### src/rtl/ictr_pkg.sv
package ictr_pkg;
  typedef enum logic [2:0] {
    MD_TERM     = 3'd0,
    MD_ONESHOT  = 3'd1,
    MD_RATE     = 3'd2,
    MD_SQUARE   = 3'd3,
    MD_SWSTROBE = 3'd4,
    MD_HWSTROBE = 3'd5
  } modeE;

  typedef enum logic [1:0] {
    PH_IDLE,
    PH_LOAD,
    PH_RUN,
    PH_PULSE
  } phaseE;

  typedef struct packed {
    logic storeLo;
    logic storeHi;
    logic load;
    logic dec;
    logic square;
    logic highPhase;
  } dpCtlT;
endpackage

### src/rtl/ictr_datapath.sv
module ictr_datapath
  import ictr_pkg::*;
#(
  parameter int CNT_W = 16,
  localparam int BYTE_W = CNT_W / 2
) (
  input  logic              clk,
  input  logic              rstN,
  input  dpCtlT             ctl,
  input  logic [BYTE_W-1:0] byteIn,
  output logic [CNT_W-1:0]  countVal,
  output logic              isOne,
  output logic              isTwo
);
  logic [BYTE_W-1:0] loByte;
  logic [CNT_W-1:0]  reloadVal;
  logic [CNT_W-1:0]  loadVal;
  logic [CNT_W-1:0]  step;

  // Odd reload in square mode: high half one longer, low half one shorter
  always_comb begin
    loadVal = reloadVal;
    if (ctl.square && reloadVal[0])
      loadVal = ctl.highPhase ? reloadVal + CNT_W'(1) : reloadVal - CNT_W'(1);
    step = ctl.square ? CNT_W'(2) : CNT_W'(1);
  end

  always_ff @(posedge clk or negedge rstN) begin
    if (!rstN) begin
      loByte    <= '0;
      reloadVal <= '0;
      countVal  <= '0;
    end else begin
      if (ctl.storeLo) loByte <= byteIn;
      if (ctl.storeHi) reloadVal <= {byteIn, loByte};
      if (ctl.load)     countVal <= loadVal;
      else if (ctl.dec) countVal <= countVal - step;
    end
  end

  assign isOne = (countVal == CNT_W'(1));
  assign isTwo = (countVal == CNT_W'(2));
endmodule

### src/rtl/ictr_control.sv
module ictr_control
  import ictr_pkg::*;
(
  input  logic       clk,
  input  logic       rstN,
  input  logic       cntClkIn,
  input  logic       gateIn,
  input  logic       modeWr,
  input  logic [2:0] modeSel,
  input  logic       cntWr,
  input  logic       isOne,
  input  logic       isTwo,
  output dpCtlT      ctl,
  output logic       tick,
  output logic       outLevel
);
  logic  clkPrev, gatePrev, bytePtr, armed, trigPend, outReg;
  modeE  curMode;
  phaseE phase;

  logic  gateFall, modeAccept, loWrite, hiWrite, gatedMode, runEn;
  logic  nArmed, nTrig, nOut;
  phaseE nPhase;

  assign tick       = cntClkIn & ~clkPrev;
  assign gateFall   = gatePrev & ~gateIn;
  assign modeAccept = modeWr && (modeSel <= 3'd5);
  assign loWrite    = cntWr && !bytePtr && !modeAccept;
  assign hiWrite    = cntWr && bytePtr && !modeAccept;
  assign gatedMode  = (curMode == MD_ONESHOT) || (curMode == MD_HWSTROBE);
  assign runEn      = gatedMode || gateIn;

  always_comb begin
    ctl           = '0;
    ctl.storeLo   = loWrite;
    ctl.storeHi   = hiWrite;
    ctl.square    = (curMode == MD_SQUARE);
    ctl.highPhase = 1'b1;
    nPhase        = phase;
    nOut          = outReg;
    nArmed        = armed;
    nTrig         = gateFall ? 1'b1 : trigPend;
    if (modeAccept) begin
      nPhase = PH_IDLE;
      nOut   = (modeSel != 3'd0);
      nArmed = 1'b0;
      nTrig  = 1'b0;
    end else if (hiWrite) begin
      nOut = (curMode != MD_TERM);
      if (gatedMode) begin
        nPhase = PH_IDLE;
        nArmed = 1'b1;
        nTrig  = 1'b0;
      end else begin
        nPhase = PH_LOAD;
      end
    end else if (tick) begin
      if (gatedMode && armed && trigPend) begin
        ctl.load = 1'b1;
        nPhase   = PH_RUN;
        nOut     = (curMode == MD_HWSTROBE);
        nTrig    = gateFall;
      end else begin
        unique case (phase)
          PH_LOAD: begin
            ctl.load = 1'b1;
            nPhase   = PH_RUN;
          end
          PH_RUN: if (runEn) begin
            unique case (curMode)
              MD_TERM, MD_ONESHOT: begin
                ctl.dec = 1'b1;
                if (isOne) begin
                  nOut   = 1'b1;
                  nPhase = PH_IDLE;
                end
              end
              MD_RATE: begin
                if (isOne) begin
                  ctl.load = 1'b1;
                  nOut     = 1'b1;
                end else begin
                  ctl.dec = 1'b1;
                  if (isTwo) nOut = 1'b0;
                end
              end
              MD_SQUARE: begin
                if (isTwo) begin
                  ctl.load      = 1'b1;
                  ctl.highPhase = ~outReg;
                  nOut          = ~outReg;
                end else begin
                  ctl.dec = 1'b1;
                end
              end
              default: begin
                ctl.dec = 1'b1;
                if (isOne) begin
                  nOut   = 1'b0;
                  nPhase = PH_PULSE;
                end
              end
            endcase
          end
          PH_PULSE: begin
            nOut   = 1'b1;
            nPhase = PH_IDLE;
          end
          default: ;
        endcase
      end
    end
  end

  always_ff @(posedge clk or negedge rstN) begin
    if (!rstN) begin
      clkPrev  <= 1'b0;
      gatePrev <= 1'b0;
      bytePtr  <= 1'b0;
      armed    <= 1'b0;
      trigPend <= 1'b0;
      outReg   <= 1'b0;
      curMode  <= MD_TERM;
      phase    <= PH_IDLE;
    end else begin
      clkPrev  <= cntClkIn;
      gatePrev <= gateIn;
      armed    <= nArmed;
      trigPend <= nTrig;
      outReg   <= nOut;
      phase    <= nPhase;
      if (modeAccept) begin
        curMode <= modeE'(modeSel);
        bytePtr <= 1'b0;
      end else if (cntWr) begin
        bytePtr <= ~bytePtr;
      end
    end
  end

  assign outLevel = outReg;

  AST_TERM_HOLDS_HIGH: assert property (@(posedge clk) disable iff (!rstN)
    (curMode == MD_TERM) && outReg && !modeWr && !cntWr |=> outReg);
  AST_ONESHOT_FALLS_ON_TICK: assert property (@(posedge clk) disable iff (!rstN)
    (curMode == MD_ONESHOT) && outReg && !tick && !modeWr |=> outReg);
  AST_RATE_LOW_ONE_TICK: assert property (@(posedge clk) disable iff (!rstN)
    (curMode == MD_RATE) && !outReg && tick && gateIn && !modeWr |=> outReg);
  AST_STROBE_ONE_TICK: assert property (@(posedge clk) disable iff (!rstN)
    ((curMode == MD_SWSTROBE) || (curMode == MD_HWSTROBE)) && !outReg && tick
      && !modeWr && !cntWr |=> outReg);
  AST_BAD_MODE_IGNORED: assert property (@(posedge clk) disable iff (!rstN)
    modeWr && (modeSel > 3'd5) |=> $stable(curMode) && $stable(outReg));
endmodule

### src/rtl/ictr_channel.sv
module ictr_channel
  import ictr_pkg::*;
#(
  parameter int CNT_W = 16,
  localparam int BYTE_W = CNT_W / 2
) (
  input  logic              clk,
  input  logic              rstN,
  input  logic              cntClkIn,
  input  logic              gateIn,
  input  logic              modeWr,
  input  logic [2:0]        modeSel,
  input  logic              cntWr,
  input  logic [BYTE_W-1:0] cntByte,
  output logic              cntOut
);
  dpCtlT            ctl;
  logic             counterTick, isOne, isTwo;
  logic [CNT_W-1:0] countVal;

  ictr_control ctrl_i (
    .clk      (clk),
    .rstN     (rstN),
    .cntClkIn (cntClkIn),
    .gateIn   (gateIn),
    .modeWr   (modeWr),
    .modeSel  (modeSel),
    .cntWr    (cntWr),
    .isOne    (isOne),
    .isTwo    (isTwo),
    .ctl      (ctl),
    .tick     (counterTick),
    .outLevel (cntOut)
  );

  ictr_datapath #(.CNT_W(CNT_W)) dp_i (
    .clk      (clk),
    .rstN     (rstN),
    .ctl      (ctl),
    .byteIn   (cntByte),
    .countVal (countVal),
    .isOne    (isOne),
    .isTwo    (isTwo)
  );

  AST_COUNT_ONLY_ON_TICK: assert property (@(posedge clk) disable iff (!rstN)
    !counterTick |=> $stable(countVal));
endmodule

### config.mk
export PLATFORM = sky130hd
export DESIGN_NAME = ictr_channel
export DESIGN_NICKNAME = d
export VERILOG_FILES = /design/src/rtl/ictr_pkg.sv /design/src/rtl/ictr_datapath.sv /design/src/rtl/ictr_control.sv /design/src/rtl/ictr_channel.sv
export SDC_FILE = /design/constraint.sdc
export NUM_CORES = 1
export LEC_CHECK = 0
export ABC_CLOCK_PERIOD_IN_PS = 4700
export BUFFER_PORTS_ARGS = -buffer_cell sky130_fd_sc_hd__buf_2
export CAP_MARGIN = 20
export CORE_MARGIN = 5
export CORE_UTILIZATION = 30
export CTS_BUF_LIST = sky130_fd_sc_hd__clkbuf_8
export CTS_CLUSTER_SIZE = 40
export DETAILED_ROUTE_END_ITERATION = 8
export PLACE_DENSITY = 0.51
export SYNTH_ARGS = -nofsm -noshare
export SYNTH_HDL_FRONTEND = slang
export SYNTH_SLANG_ARGS = --single-unit
export TNS_END_PERCENT = 5
### constraint.sdc
create_clock -name clk -period 4.7 [get_ports clk]
set_clock_uncertainty 0.05 [all_clocks]
set_input_delay 0.94 -clock clk [delete_from_list [all_inputs] [get_ports clk]]
set_output_delay 0.94 -clock clk [all_outputs]
set_load 0.03 [all_outputs]
### Word-level counts from Yosys, hierarchy flattened

Index checks and enable logic that the tools add are counted.

| operators by class | value |
|---|---|
| reduce and logical (&&, ||, !) cells | 27 |
| order comparisons | 1 |
| equal/unequal tests | 16 |
| $add $sub $neg | 3 |
| muxes and demuxes | 60 |
| bitwise operators | 6 |

Operator list:

| kind | count |
|---|---|
| $mux W16 | 4 |
| $mux W1 | 37 |
| $mux W2 | 12 |
| $add A16 B1 Y16 const B | 1 |
| $eq A16 B1 Y1 const B | 1 |
| $eq A16 B2 Y1 const B | 1 |
| $sub A16 B1 Y16 const B | 1 |
| $sub A16 B16 Y16 | 1 |
| $ne A5 B1 Y1 const B | 2 |
| $reduce_bool A3 Y1 | 3 |
| $logic_and A1 B1 Y1 | 8 |
| $pmux W1 S2 | 4 |
| $reduce_bool A2 Y1 | 4 |
| $ne A7 B1 Y1 const B | 1 |
| $ne A7 B2 Y1 const B | 1 |
| $reduce_and A7 Y1 | 1 |
| $eq A3 B2 Y1 const B | 2 |
| $ne A6 B2 Y1 const B | 1 |
| $ne A6 B6 Y1 const B | 1 |
| $pmux W2 S3 | 1 |
| $reduce_bool A6 Y1 | 1 |
| $ne A5 B2 Y1 const B | 1 |
| $reduce_and A5 Y1 | 1 |
| $reduce_bool A5 Y1 | 1 |
| 14 further kinds | 22 |

| storage, ports and cells | value |
|---|---|
| word-level logic and storage cells | 124 |
| bits of input ports | 17 |
| output and inout bits | 1 |
| register bits | 51 |

### Longest topological paths before layout

| logic depth | value |
|---|---|
| depth after elaboration | 12 |
| gate-level depth with buffers | 13 |
| mapped depth without buffers | 13 |

### Hierarchy

Synthesis repeated with hierarchy kept, for this count alone.

| unflattened totals | value |
|---|---|
| cells, all modules | 375 |
| area total of the unflattened synthesis | 3,533.4 µm² |

Modules (own cells, without submodules):

| module | area an instance (µm²) | cells an instance | instances |
|---|---|---|---|
| ictr_datapath | 2,677.6 | 287 | 1 |
| ictr_control | 855.8 | 88 | 1 |

### Least setup slack after synthesis

Ideal clock, no wire load.

| timing | value |
|---|---|
| path kind | input to register |
| start | input port modeWr |
| end | register dp_i.countVal[12] |
| stages on the path | 12 |
| setup time | 0.125 ns |
| slack | 0.833 ns |
| path buffers | 0 |
| arrival time | 3.692 ns |
| path through | a21bo_2 o2111ai_1 nor2_1 and3_1 ha_1 a211oi_1 o21ai_0 a211o_1 a21oi_1 xor2_1 o21ai_0 mux2_2 |

| between the ends | value |
|---|---|
| longest elaborated chain between the ends | 8 |

RTL lines:

| element | RTL line | source |
|---|---|---|
| start: declaration | ictr_channel.sv:11 | `input logic modeWr,` |
| $logic_and A1 B1 Y1 * | ictr_control.sv:27 | `assign modeAccept = modeWr && (modeSel <= 3'd5);` |
| $logic_not A1 Y1 | ictr_control.sv:29 | `assign hiWrite = cntWr && bytePtr && !modeAccept;` |
| $logic_and A1 B1 Y1 | ictr_control.sv:29 |  |
| $mux W1 | ictr_control.sv:48 | `end else if (hiWrite) begin` |
| $mux W1 | ictr_control.sv:43 | `if (modeAccept) begin` |
| $mux W16 | ictr_datapath.sv:24 | `loadVal = ctl.highPhase ? reloadVal + CNT_W'(1) : reloadVal - CNT_W'(1);` |
| $mux W16 | ictr_datapath.sv:23 | `if (ctl.square && reloadVal[0])` |
| $mux W16 | ictr_datapath.sv:36 | `if (ctl.load) countVal <= loadVal;` |
| end signal: assignment | ictr_datapath.sv:36 |  |
| end signal: assignment | ictr_datapath.sv:37 | `else if (ctl.dec) countVal <= countVal - step;` |
| end: declaration | ictr_datapath.sv:11 | `output logic [CNT_W-1:0] countVal,` |

Every way passes the cells marked *; elsewhere a longest branch is shown, timed or not.
A chain may end at the register's enable or synchronous reset.

### Final worst setup path

| timing | value |
|---|---|
| start | register dp_i.countVal[4] |
| end | register dp_i.countVal[12] |

| between the ends | value |
|---|---|
| longest elaborated chain between the ends | 12 |

RTL lines:

| element | RTL line | source |
|---|---|---|
| $eq A16 B2 Y1 | ictr_datapath.sv:42 | `assign isTwo = (countVal == CNT_W'(2));` |
| $mux W1 | ictr_control.sv:88 | `if (isTwo) begin` |
| $mux W1 | ictr_control.sv:70 | `unique case (curMode)` |
| $mux W1 | ictr_control.sv:69 | `PH_RUN: if (runEn) begin` |
| $mux W1 | ictr_control.sv:64 | `unique case (phase)` |
| $mux W1 | ictr_control.sv:58 | `if (gatedMode && armed && trigPend) begin` |
| $mux W1 | ictr_control.sv:57 | `end else if (tick) begin` |
| $mux W1 | ictr_control.sv:48 |  |
| $mux W1 | ictr_control.sv:43 |  |
| $mux W16 | ictr_datapath.sv:24 |  |
| $mux W16 | ictr_datapath.sv:23 |  |
| $mux W16 | ictr_datapath.sv:36 |  |

Parallel ways exist; a longest one is shown, timed or not. The select of a mux whose other input is x is not followed.

==> impl_metrics.json <==
{
  "drt_wl_total_um": 8621,
  "worst_hold_path_type": "reg -> reg",
  "clkLatencyLatePin_ns": 0.31,
  "postSynth.asyncResetShare_pct": 100.0,
  "h-tree-depth": 2,
  "timing.rr.start": "dp_i.countVal[4]$_DFFE_PN0P_",
  "synth_fa_ha_area_share_pct": 7.822,
  "final_nets": 425,
  "final_cell_mix": "sky130_fd_sc_hd__dfrtp_1 (51), sky130_fd_sc_hd__nor2_1 (29), sky130_fd_sc_hd__mux2_2 (29), sky130_fd_sc_hd__a21oi_1 (25), sky130_fd_sc_hd__nand2_1 (22)",
  "count_of_cells_resized_by_post_cts_repair": 0,
  "placement.setup.worst_slack_ns": 0.2997,
  "crit_family": "simple AND/OR/NAND/NOR gates",
  "post_synth_num_cell_types": 62,
  "drt_iter0_drc": 48,
  "setup.worst_path.class": "reg -> reg",
  "postSynthCellCount": 367,
  "dominantRegCellSynth": "sky130_fd_sc_hd__dfrtp_1",
  "outcome": "finished clean",
  "synth_enable_flop_cells": 0,
  "layout_area_overhead_pct": 9.479,
  "global_route_congestion_overflow_total": 0,
  "die_area_um2": 14110,
  "drive_above_1_share_pct": 17.78,
  "tns_ns": 0,
  "core-area_um2": 11520,
  "cts.root.buffer_cell": "sky130_fd_sc_hd__clkbuf_8",
  "worst_slew_margin_rel_pct": 40.27,
  "numClockSinks": 51,
  "clk_transition_reported_paths_ns": 0.10,
  "total_power_uw": 1656,
  "yosys.area.top_type_share_pct": 35.94,
  "cts.repair_timing.setup_buffer_count": 0,
  "final.setup.worst_slack_ns": 0.5279,
  "first_pass_iters": 4,
  "dpl.hpwl_um": 6557,
  "max-cap-violations": 0,
  "final_design_area_no_fill_um2": 3887,
  "io_pins": 18,
  "yosys_warnings": 0,
  "setup.worst_path.start_class": "flop",
  "cp_peak_stage_delay_ns": 0.55,
  "mappedNetlistArea_um2": 3551,
  "cts_inserted_buffers": 5,
  "worstPathRequired_ns": 4.86,
  "worstSetupEndpointType": "flop",
  "buffer_ports.inserted": 17,
  "cts_hold_buffers": 0,
  "synth_mux_area_share_pct": 10.32,
  "setup_viol": 0,
  "synthTopCellsByArea": "sky130_fd_sc_hd__dfrtp_1 (36%), sky130_fd_sc_hd__mux2_2 (9.2%), sky130_fd_sc_hd__ha_1 (6.7%)",
  "place_area_um2": 3804,
  "post_synth_xor_area_fraction_pct": 4.686,
  "synth_simple_gate_area_share_pct": 20.37,
  "antenna_cells": 0,
  "cp_data_arrival_time_ns": 4.33,
  "crit_chain": "or4_4, or2_0, nor2_1, and3_1, ha_1, a211oi_1, o21ai_0, a211o_1, a21oi_1, xor2_1, o21ai_0, mux2_2",
  "tightest_slew_ns": 0.8939,
  "timing.fmax_mhz": 239.7,
  "hold_viol_final": 0,
  "cp_num_buf_inv": 0,
  "grt_util_all_layers_pct": 12.72,
  "cts_tree": "built",
  "layout.cells.most_common": "sky130_fd_sc_hd__dfrtp_1",
  "synth_top_family_by_area": "simple AND/OR/NAND/NOR gates",
  "drt-vias-per-instance": 5.395,
  "layout.core_utilization_pct": 33.76,
  "via_count_of_the_first_global_routing_pass": 2891,
  "power.density_nw_per_um2": 425.9,
  "detail-route-antenna-nets": 0,
  "grt_antenna_before_repair": 0,
  "reg2reg_slack_ns": 0.53,
  "synth_area_leader_cell": "sky130_fd_sc_hd__dfrtp_1",
  "rsz0062_at_grt": "no",
  "cpMaxStageDelayCell": "sky130_fd_sc_hd__or4_4",
  "rows": 39,
  "post-route-drc-count": 0,
  "floorplan.die.height_um": 118.8,
  "via_count": 2865,
  "layout_min_cycle_time_ns": 4.172,
  "setup.worst_path.start": "dp_i.countVal[4]$_DFFE_PN0P_",
  "worstPathMaxFanout": 10,
  "syn-mean-instance-area_um2": 9.675,
  "yosys_register_bits": 51,
  "min_from": "dp_i.loByte[4]$_DFFE_PN0P_",
  "timing_max_transition_violations_final": 0,
  "total_leakage_power_uw": 0.001631,
  "synth-compound-area-share_pct": 18.43,
  "gp_congestion": 0.9461,
  "die_width_um": 118.8,
  "final.period_utilization_pct": 88.77,
  "wl_per_cell_um": 16.24,
  "grt_start_max_net_pins": 52,
  "grt_pass1_wl_um": 14840,
  "syn_nets": 405,
  "start_util_pct": 30.83,
  "clk_path_buf_depth": 2,
  "worst_path_most_repeated_cell": "sky130_fd_sc_hd__o21ai_0",
  "seq_area_frac_synth_pct": 35.94,
  "worst_ir_drop_vdd_uv": 188.0
}
## synthesized netlist by cell type, types with 7 or more instances
cell type,number
sky130_fd_sc_hd__nand3_1,7
sky130_fd_sc_hd__a211oi_1,14
sky130_fd_sc_hd__mux2_2,29
sky130_fd_sc_hd__xnor2_1,13
sky130_fd_sc_hd__a21oi_1,25
sky130_fd_sc_hd__nand2_1,22
sky130_fd_sc_hd__dfrtp_1,51
sky130_fd_sc_hd__nor3_1,16
sky130_fd_sc_hd__o21ai_0,14
sky130_fd_sc_hd__inv_1,8
sky130_fd_sc_hd__nor2_1,29
sky130_fd_sc_hd__ha_1,19
sky130_fd_sc_hd__a21o_1,8
## where the power goes
group          total (uW)  switching [uW]  internal [uW]
sequential            771             178            593
combinational         633             321            312
clock                 252             149            102
total                1660             648           1010
## routing by layer
metal	vias to the layer above	wire length, um	global-route usage [%]
met1	1397	4028	16.68
met2	37	4260	21.95
met3	8	217	1.719
li1	1423	-	-
met4	0	114	3.548
met5	-	0	0
## cell families after synthesis
group	Yosys count
buffers and inverters	18
flip-flops	51
AO/OA/AOI/OAI	94
AND/OR/NAND/NOR	131
adder cells (fa/ha/maj)	21
XOR/XNOR	19
multiplexers	33
## stage by stage
step	std cells	hold slack (ns)
after CTS	531	0.4623
after detailed placement	523	0.4408
after floorplan	367	0.4250
after global routing	531	0.4723
final	531	0.4578
after global placement	523	0.4321
## final timing paths
path,depth (start not counted),end
max,12,dp_i.countVal[12]$_DFFE_PN0P_
min,1,dp_i.loByte[4]$_DFFE_PN0P_
max reg2reg,12,dp_i.countVal[12]$_DFFE_PN0P_
min reg2reg,1,dp_i.loByte[4]$_DFFE_PN0P_
max in group asynchronous,2,dp_i.loByte[3]$_DFFE_PN0P_
min in group asynchronous,2,ctrl_i.gatePrev$_DFF_PN0_
## flip-flops by register name, summed over array words and instances (netlist names)
name	cells
dp_i.loByte	8
dp_i.reloadVal	16
ctrl_i.bytePtr	1
ctrl_i.clkPrev	1
ctrl_i.curMode	3
ctrl_i.phase	2
ctrl_i.gatePrev	1
ctrl_i.trigPend	1
ctrl_i.armed	1
dp_i.countVal	16
ctrl_i.outLevel	1
## cell type report
type	instances	area (um2)
clock buffer	5	68.82
timing repair buffer	23	130.1
inverter	8	30.03
fill	1235	7629
multi-input combinational	298	2188
clock inverter	3	15.01
sequential	51	1276
tap	143	178.9
(Power assumes the default switching activity.)
